<file path="src/rtl/cipher_irq_pkg.sv">
package cipher_irq_pkg;
  localparam int NFLAG   = 3;
  localparam int NSTAT   = NFLAG + 2;
  localparam int FL_DONE = 0;
  localparam int FL_XFER = 1;
  localparam int FL_KEY  = 2;
  localparam int SB_RD   = 3;
  localparam int SB_WR   = 4;
  localparam int ADDR_W  = 2;

  localparam logic [ADDR_W-1:0] A_STAT = 2'd0;
  localparam logic [ADDR_W-1:0] A_EN   = 2'd1;
  localparam logic [ADDR_W-1:0] A_CLR  = 2'd2;

  // Per-flag contribution to the interrupt; done is masked while the output engine runs.
  function automatic logic [NFLAG-1:0] irq_terms(input logic [NFLAG-1:0] flags,
                                                 input logic [NFLAG-1:0] en,
                                                 input logic dma_on);
    logic [NFLAG-1:0] t;
    t = flags & en;
    if (dma_on) t[FL_DONE] = 1'b0;
    return t;
  endfunction

  // Map clear-register bits onto all status bits (transfer clear hits its sub-flags too).
  function automatic logic [NSTAT-1:0] clr_spread(input logic [NFLAG-1:0] c);
    logic [NSTAT-1:0] s;
    s = '0;
    s[NFLAG-1:0] = c;
    s[SB_RD] = c[FL_XFER];
    s[SB_WR] = c[FL_XFER];
    return s;
  endfunction
endpackage

</file>
<file path="src/rtl/cipher_irq_flag.sv">
module cipher_irq_flag (
  input  logic clk_i,
  input  logic rst_ni,
  input  logic set_i,
  input  logic clr_i,
  output logic q_o
);
  always_ff @(posedge clk_i or negedge rst_ni) begin
    if (!rst_ni)    q_o <= 1'b0;
    else if (set_i) q_o <= 1'b1;
    else if (clr_i) q_o <= 1'b0;
  end

  a_r4_set_wins: assert property (@(posedge clk_i) disable iff (!rst_ni)
    set_i |=> q_o);
  a_r3_clear_drops: assert property (@(posedge clk_i) disable iff (!rst_ni)
    (clr_i && !set_i) |=> !q_o);
  a_r3_idle_holds: assert property (@(posedge clk_i) disable iff (!rst_ni)
    (!clr_i && !set_i) |=> $stable(q_o));
endmodule

</file>
<file path="src/rtl/cipher_irq_regs.sv">
module cipher_irq_regs
  import cipher_irq_pkg::*;
#(
  parameter int DATA_W = 32
) (
  input  logic              clk_i,
  input  logic              rst_ni,
  input  logic [ADDR_W-1:0] addr_i,
  input  logic              wr_i,
  input  logic [DATA_W-1:0] wdata_i,
  input  logic [NSTAT-1:0]  status_i,
  output logic [NFLAG-1:0]  en_o,
  output logic [NFLAG-1:0]  clr_o,
  output logic [DATA_W-1:0] rdata_o
);
  logic wr_en_hit;
  logic wr_clr_hit;
  logic unused_wdata_hi;

  assign wr_en_hit       = wr_i && (addr_i == A_EN);
  assign wr_clr_hit      = wr_i && (addr_i == A_CLR);
  assign clr_o           = {NFLAG{wr_clr_hit}} & wdata_i[NFLAG-1:0];
  assign unused_wdata_hi = ^wdata_i[DATA_W-1:NFLAG];

  always_ff @(posedge clk_i or negedge rst_ni) begin
    if (!rst_ni)        en_o <= '0;
    else if (wr_en_hit) en_o <= wdata_i[NFLAG-1:0];
  end

  always_comb begin
    rdata_o = '0;
    case (addr_i)
      A_STAT:  rdata_o[NSTAT-1:0] = status_i;
      A_EN:    rdata_o[NFLAG-1:0] = en_o;
      default: rdata_o = '0;
    endcase
  end

  a_r10_clear_reads_zero: assert property (@(posedge clk_i) disable iff (!rst_ni)
    (addr_i == A_CLR) |-> (rdata_o == '0));
  a_r11_enable_kept: assert property (@(posedge clk_i) disable iff (!rst_ni)
    !wr_en_hit |=> $stable(en_o));
endmodule

</file>
<file path="src/rtl/cipher_irq_combine.sv">
module cipher_irq_combine
  import cipher_irq_pkg::*;
(
  input  logic             clk_i,
  input  logic             rst_ni,
  input  logic [NFLAG-1:0] flags_i,
  input  logic [NFLAG-1:0] en_i,
  input  logic             dma_on_i,
  output logic             irq_o
);
  logic [NFLAG-1:0] terms;
  assign terms = irq_terms(flags_i, en_i, dma_on_i);

  always_ff @(posedge clk_i or negedge rst_ni) begin
    if (!rst_ni) irq_o <= 1'b0;
    else         irq_o <= |terms;
  end

  a_r8_quiet_without_enabled_flag: assert property (@(posedge clk_i) disable iff (!rst_ni)
    ((flags_i & en_i) == '0) |=> !irq_o);
  a_r8_key_raises: assert property (@(posedge clk_i) disable iff (!rst_ni)
    (flags_i[FL_KEY] && en_i[FL_KEY]) |=> irq_o);
  a_r9_dma_masks_done: assert property (@(posedge clk_i) disable iff (!rst_ni)
    (dma_on_i && ((flags_i[NFLAG-1:1] & en_i[NFLAG-1:1]) == '0)) |=> !irq_o);
endmodule

</file>
<file path="src/rtl/cipher_irq_ctrl.sv">
module cipher_irq_ctrl
  import cipher_irq_pkg::*;
#(
  parameter int DATA_W = 32
) (
  input  logic              clk_i,
  input  logic              rst_ni,
  input  logic              evt_done_i,
  input  logic              evt_rd_err_i,
  input  logic              evt_wr_err_i,
  input  logic              evt_key_err_i,
  input  logic              dma_out_en_i,
  input  logic [ADDR_W-1:0] reg_addr_i,
  input  logic              reg_wr_i,
  input  logic [DATA_W-1:0] reg_wdata_i,
  output logic [DATA_W-1:0] reg_rdata_o,
  output logic              irq_o
);
  logic [NSTAT-1:0] stat_set;
  logic [NSTAT-1:0] stat_clr;
  logic [NSTAT-1:0] status;
  logic [NFLAG-1:0] flag_en;
  logic [NFLAG-1:0] clr_req;
  logic             any_evt;

  always_comb begin
    stat_set          = '0;
    stat_set[FL_DONE] = evt_done_i;
    stat_set[FL_XFER] = evt_rd_err_i | evt_wr_err_i;
    stat_set[FL_KEY]  = evt_key_err_i;
    stat_set[SB_RD]   = evt_rd_err_i;
    stat_set[SB_WR]   = evt_wr_err_i;
  end

  assign stat_clr = clr_spread(clr_req);
  assign any_evt  = |stat_set;

  for (genvar i = 0; i < NSTAT; i++) begin : g_flag
    cipher_irq_flag u_flag (
      .clk_i  (clk_i),
      .rst_ni (rst_ni),
      .set_i  (stat_set[i]),
      .clr_i  (stat_clr[i]),
      .q_o    (status[i])
    );
  end

  cipher_irq_regs #(.DATA_W(DATA_W)) u_regs (
    .clk_i    (clk_i),
    .rst_ni   (rst_ni),
    .addr_i   (reg_addr_i),
    .wr_i     (reg_wr_i),
    .wdata_i  (reg_wdata_i),
    .status_i (status),
    .en_o     (flag_en),
    .clr_o    (clr_req),
    .rdata_o  (reg_rdata_o)
  );

  cipher_irq_combine u_comb (
    .clk_i    (clk_i),
    .rst_ni   (rst_ni),
    .flags_i  (status[NFLAG-1:0]),
    .en_i     (flag_en),
    .dma_on_i (dma_out_en_i),
    .irq_o    (irq_o)
  );

  a_r10_status_write_ignored: assert property (@(posedge clk_i) disable iff (!rst_ni)
    (reg_wr_i && reg_addr_i == A_STAT && !any_evt) |=> $stable(status));
  a_r5_sub_implies_summary: assert property (@(posedge clk_i) disable iff (!rst_ni)
    (status[SB_RD] || status[SB_WR]) |-> status[FL_XFER]);
  a_r6_summary_clear_all: assert property (@(posedge clk_i) disable iff (!rst_ni)
    (clr_req[FL_XFER] && !evt_rd_err_i && !evt_wr_err_i) |=> (status[FL_XFER] == 1'b0 && status[SB_RD] == 1'b0 && status[SB_WR] == 1'b0));
endmodule

</file>
<file path="config.mk">
export PLATFORM = sky130hd
export DESIGN_NAME = cipher_irq_ctrl
export DESIGN_NICKNAME = d
export VERILOG_FILES = /design/src/rtl/cipher_irq_pkg.sv /design/src/rtl/cipher_irq_flag.sv /design/src/rtl/cipher_irq_regs.sv /design/src/rtl/cipher_irq_combine.sv /design/src/rtl/cipher_irq_ctrl.sv
export SDC_FILE = /design/constraint.sdc
export NUM_CORES = 1
export LEC_CHECK = 0
export ABC_AREA = 1
export CAP_MARGIN = 30
export CORE_AREA = 2 2 49 55
export DETAILED_ROUTE_END_ITERATION = 8
export DIE_AREA = 0 0 51 57
export PLACE_DENSITY = 0.86
export SLEW_MARGIN = 20
export SYNTH_ARGS = -nofsm -noshare
export SYNTH_HDL_FRONTEND = slang
export SYNTH_SLANG_ARGS = --single-unit
</file>
<file path="constraint.sdc">
create_clock -name clk_i -period 1.9 [get_ports clk_i]
set_clock_uncertainty 0.2 [all_clocks]
set_input_delay 0.57 -clock clk_i [delete_from_list [all_inputs] [get_ports clk_i]]
set_output_delay 0.57 -clock clk_i [all_outputs]
set_load 0.01 [all_outputs]
</file>
==> tab_implementation.tex <==
\begin{tabular}{lr}
\hline
Metric & Value \\
\hline
\multicolumn{2}{l}{\textbf{Status}} \\
\quad Run status & completed \\
\multicolumn{2}{l}{\textbf{Detailed routing}} \\
\quad First-pass DRT Iterations & 4 \\
\quad Remaining routing DRC violations & 0 \\
\quad Post-route met1 wirelength & 451 um \\
\quad Starting DRT DRC Count & 3 \\
\quad Mean number of vias per cell & 3.57 \\
\quad Routed wire length on met2 & 575 um \\
\quad Detailed-routed wire length on met3 & 75 um \\
\quad Final routed wire length divided by cell count & 7.80 um \\
\quad Highest routed metal layer & met4 \\
\quad Overall routed net length & 1.12 mm \\
\quad Vias after detailed routing & 510 \\
\quad Antenna-violating nets left & 0 \\
\multicolumn{2}{l}{\textbf{Yosys}} \\
\quad Warnings from Yosys & 0 \\
\quad Largest family of logic cells by synthesized area & buffers and inverters \\
\quad Library cell occupying the most area in the post-synthesis netlist & sky130\_fd\_sc\_hd\_\_dfrtp\_1 \\
\quad Cells after Synth & 86 \\
\quad Top\_reg\_cell synth & sky130\_fd\_sc\_hd\_\_dfrtp\_1 \\
\quad Top cells by area in the synthesized netlist & sky130\_fd\_sc\_hd\_\_dfrtp\_1 (35\%), sky130\_fd\_sc\_hd\_\_buf\_4 (31\%), sky130\_fd\_sc\_hd\_\_nand2\_1 (13\%), sky130\_fd\_sc\_hd\_\_inv\_1 (6.4\%), sky130\_fd\_sc\_hd\_\_nand3\_1 (2.3\%) \\
\quad Unique masters post-synth & 13 \\
\quad Post-synth top area share & 34.8\% \\
\quad Library cell with the highest instance count after synthesis & sky130\_fd\_sc\_hd\_\_buf\_4 \\
\quad Mean Syn Cell Area & 7.52 sq um \\
\quad Area share of fa/ha/maj cells after synthesis & 0\% \\
\quad Number of enable-type register cells in the synthesized netlist & 0 \\
\quad Cell area after technology mapping & 647 sq um \\
\quad Post-synthesis sequential area ratio & 34.8\% \\
\quad Most common library cells after synthesis & sky130\_fd\_sc\_hd\_\_buf\_4 (27), sky130\_fd\_sc\_hd\_\_nand2\_1 (22), sky130\_fd\_sc\_hd\_\_inv\_1 (11), sky130\_fd\_sc\_hd\_\_dfrtp\_1 (9), sky130\_fd\_sc\_hd\_\_nor2\_1 (4) \\
\quad XOR/XNOR Fraction of Synth Area & 0\% \\
\quad Async set-or-reset flop fraction in the synthesized netlist & 100\% \\
\quad Post-synthesis compound-gate area fraction & 3.48\% \\
\quad Number of synthesized register bits & 9 \\
\quad Fraction of synthesized area in multiplexers & 0\% \\
\quad Post-synthesis simple-gate area fraction & 22.8\% \\
\multicolumn{2}{l}{\textbf{Critical path}} \\
\quad Signal arrival time at the worst endpoint & 1110 ps \\
\quad Depth of the critical timing path with buffers and inverters included & 6 \\
\quad CP Max Fanout & 3 \\
\quad Required @ worst endpoint & 1130 ps \\
\quad Slowest stage cell, crit path & sky130\_fd\_sc\_hd\_\_buf\_2 \\
\quad Sum of buffers and inverters on the critical path & 3 \\
\quad Element type at the critical path end & output pin \\
\quad Cell type group with the largest total delay on the critical path & buffers and inverters \\
\quad Critical Path Max Stage Delay & 120 ps \\
\quad Crit path cell chain & buf\_8, nor2\_4, buf\_6, nand2\_1, nand2\_1, buf\_2 \\
\quad Worst Reg2Reg Path Length in Cells & 2 \\
\quad CP dominant cell by count & sky130\_fd\_sc\_hd\_\_nand2\_1 \\
\quad Critical path startpoint category & primary input \\
\quad Worst Setup Path Type & primary input to output pin \\
\multicolumn{2}{l}{\textbf{STA}} \\
\quad Final hold vios & 0 \\
\quad Worst slack on hold paths & 284 ps \\
\quad Unrepaired setup endpoints after global routing & true \\
\quad Count of final max-slew check failures & 0 \\
\quad Min Clock Period, post-route & 1880 ps \\
\quad Max Fclk & 0.532 GHz \\
\quad Min setup slack post-route & 20.7 ps \\
\quad Setup violations, final & 0 \\
\quad Fin crit share & 98.9\% \\
\multicolumn{2}{l}{\textbf{Floorplan}} \\
\quad Number of ports placed on the die boundary & 75 \\
\quad Die Footprint & 2910 sq um \\
\quad Initial Utilization & 26.9\% \\
\quad DIE WIDTH & 51 um \\
\quad Area of the core & 2400 sq um \\
\quad Die height & 57 um \\
\quad Standard-cell rows & 19 \\
\multicolumn{2}{l}{\textbf{Global route}} \\
\quad Global routing usage summed across all routing layers & 7.61\% \\
\quad Wire length of the first global-routing pass & 1.63 mm \\
\quad Largest net degree at the start of global routing & 10 \\
\quad Sum of overflow across all layers after global routing & 0 \\
\quad Via count of the first global-routing pass & 416 \\
\quad Initial antenna violation count & 0 \\
\multicolumn{2}{l}{\textbf{Layout}} \\
\quad Area of combinational cells with multiple inputs & 287 sq um \\
\quad Fraction of final layout cells with drive strength greater than 1 & 19.6\% \\
\quad Sequential Area & 225 sq um \\
\quad Final antenna diode count & 0 \\
\quad Layout area overhead & 29.2\% \\
\quad Post-route cell area & 836 sq um \\
\quad Number of standard cells in the layout, taps in and fillers out & 143 \\
\quad Post-layout net count & 155 \\
\quad Fillcell total & 247 \\
\quad Post-layout utilization of the core & 34.8\% \\
\multicolumn{2}{l}{\textbf{Min path}} \\
\quad Worst min-delay path class & flop to flop \\
\quad Hold depth & 2 \\
\multicolumn{2}{l}{\textbf{Clocking}} \\
\quad Buffer cell driving the clock tree root & sky130\_fd\_sc\_hd\_\_clkbuf\_4 \\
\quad Clock tree from TritonCTS & done \\
\quad Number of sinks handled by clock tree synthesis & 9 \\
\quad Clk\_lat worst skew & 260 ps \\
\quad H-tree depth & 1 \\
\quad Maximum clock insertion buffer count & 2 \\
\quad Clock-pin slew on the worst setup and hold paths & 60 ps \\
\quad Number of buffers created by CTS & 3 \\
\multicolumn{2}{l}{\textbf{Power and ir drop}} \\
\quad Leak pwr & 0.479 nW \\
\quad Power density cells & 603 nW/um\^{}2 \\
\quad VDD IR max & 347 uV \\
\multicolumn{2}{l}{\textbf{Placed design}} \\
\quad HPWL Detailed & 923 um \\
\quad Placer's final routability congestion estimate & 0.861 \\
\quad Area of placed instances & 783 sq um \\
\quad Number of I/O port buffers & 18 \\
\quad Worst-case setup slack after placement & -839 ps \\
\quad Inst Count DP & 137 \\
\multicolumn{2}{l}{\textbf{Run}} \\
\quad Max Cap Violations & 0 \\
\hline
\end{tabular}
## cells by family (layout without fill, tap and decap cells)
logic type             after synthesis  in the layout
AND/OR/NAND/NOR                     33             33
other                                1             27
AO/OA/AOI/OAI                        4              4
flip-flops                           9              9
buffers and inverters               39             39
## placed cells by master (no fill, tap or decap), drive strengths merged
master	count
clkdlybuf4s50	10
nor2	4
buf	12
o21ai	3
inv	12
nand3	4
conb	27
clkbuf	4
dfrtp	9
o211ai	1
dlygate4sd2	1
nand2	22
nand4	3
## layout make-up
class	instances	share of cell area, %
inverter	12	5.69
sequential	9	26.9
multi-input combinational	64	34.3
timing repair buffer	23	25.3
tap	31	4.64
clock buffer	4	3.14
## path summary, 6_finish.rpt
check	startpoint	end	slack, ps
max	reg_addr_i[1]	reg_rdata_o[1]	20
min	g_flag[3].u_flag.q_o$_DFFE_PN0P_	g_flag[3].u_flag.q_o$_DFFE_PN0P_	280
max reg2reg	g_flag[0].u_flag.q_o$_DFFE_PN0P_	u_comb.irq_o$_DFF_PN0_	1000
min reg2reg	g_flag[3].u_flag.q_o$_DFFE_PN0P_	g_flag[3].u_flag.q_o$_DFFE_PN0P_	280
max in group asynchronous	rst_ni	u_regs.en_o[0]$_DFFE_PN0P_	810
min in group asynchronous	rst_ni	u_regs.en_o[1]$_DFFE_PN0P_	410
## stage by stage
| stage | power (W) | setup TNS, ps |
|---|---|---|
| 6_report | 0.000504 | 0 |
| 3_5_place_dp | 0.000361 | -4120 |
| 3_3_place_gp | 0.000360 | -4040 |
| 5_1_grt | 0.000534 | -16.1 |
| 2_1_floorplan | 0.000328 | 0 |
| 4_1_cts | 0.000503 | 0 |
## worst min-delay path, stage by stage (launching register included)
cell,delay (ps)
sky130_fd_sc_hd__dfrtp_1,340
sky130_fd_sc_hd__nand2_1,60
sky130_fd_sc_hd__nand2_1,50
## repair_timing
item | in CTS | in global routing
resized for setup | 35 | 7
pin swaps | 1 | 2
setup buffers | 2 | 0
hold buffers | 0 | 0
setup endpoints to repair | 6 | 3
## registers in the layout, summed over array words and instances, names as in the netlist
| register | count |
|---|---|
| u_regs.en_o | 3 |
| g_flag.u_flag.q_o | 5 |
| u_comb.irq_o | 1 |
## report_power, final
group	internal, W	total (W)	switching [W]
combinational	0.0000618	0.000138	0.0000764
sequential	0.000210	0.000221	0.0000111
clock	0.0000808	0.000145	0.0000638
## metal layers
layer  vias up  GRT usage, %
li1        260             -
met1       220          8.42
met4         0          6.95
met2        28          12.6
met3         2         0.785
met5         -             0
Power figures use the tool's default switching activity.
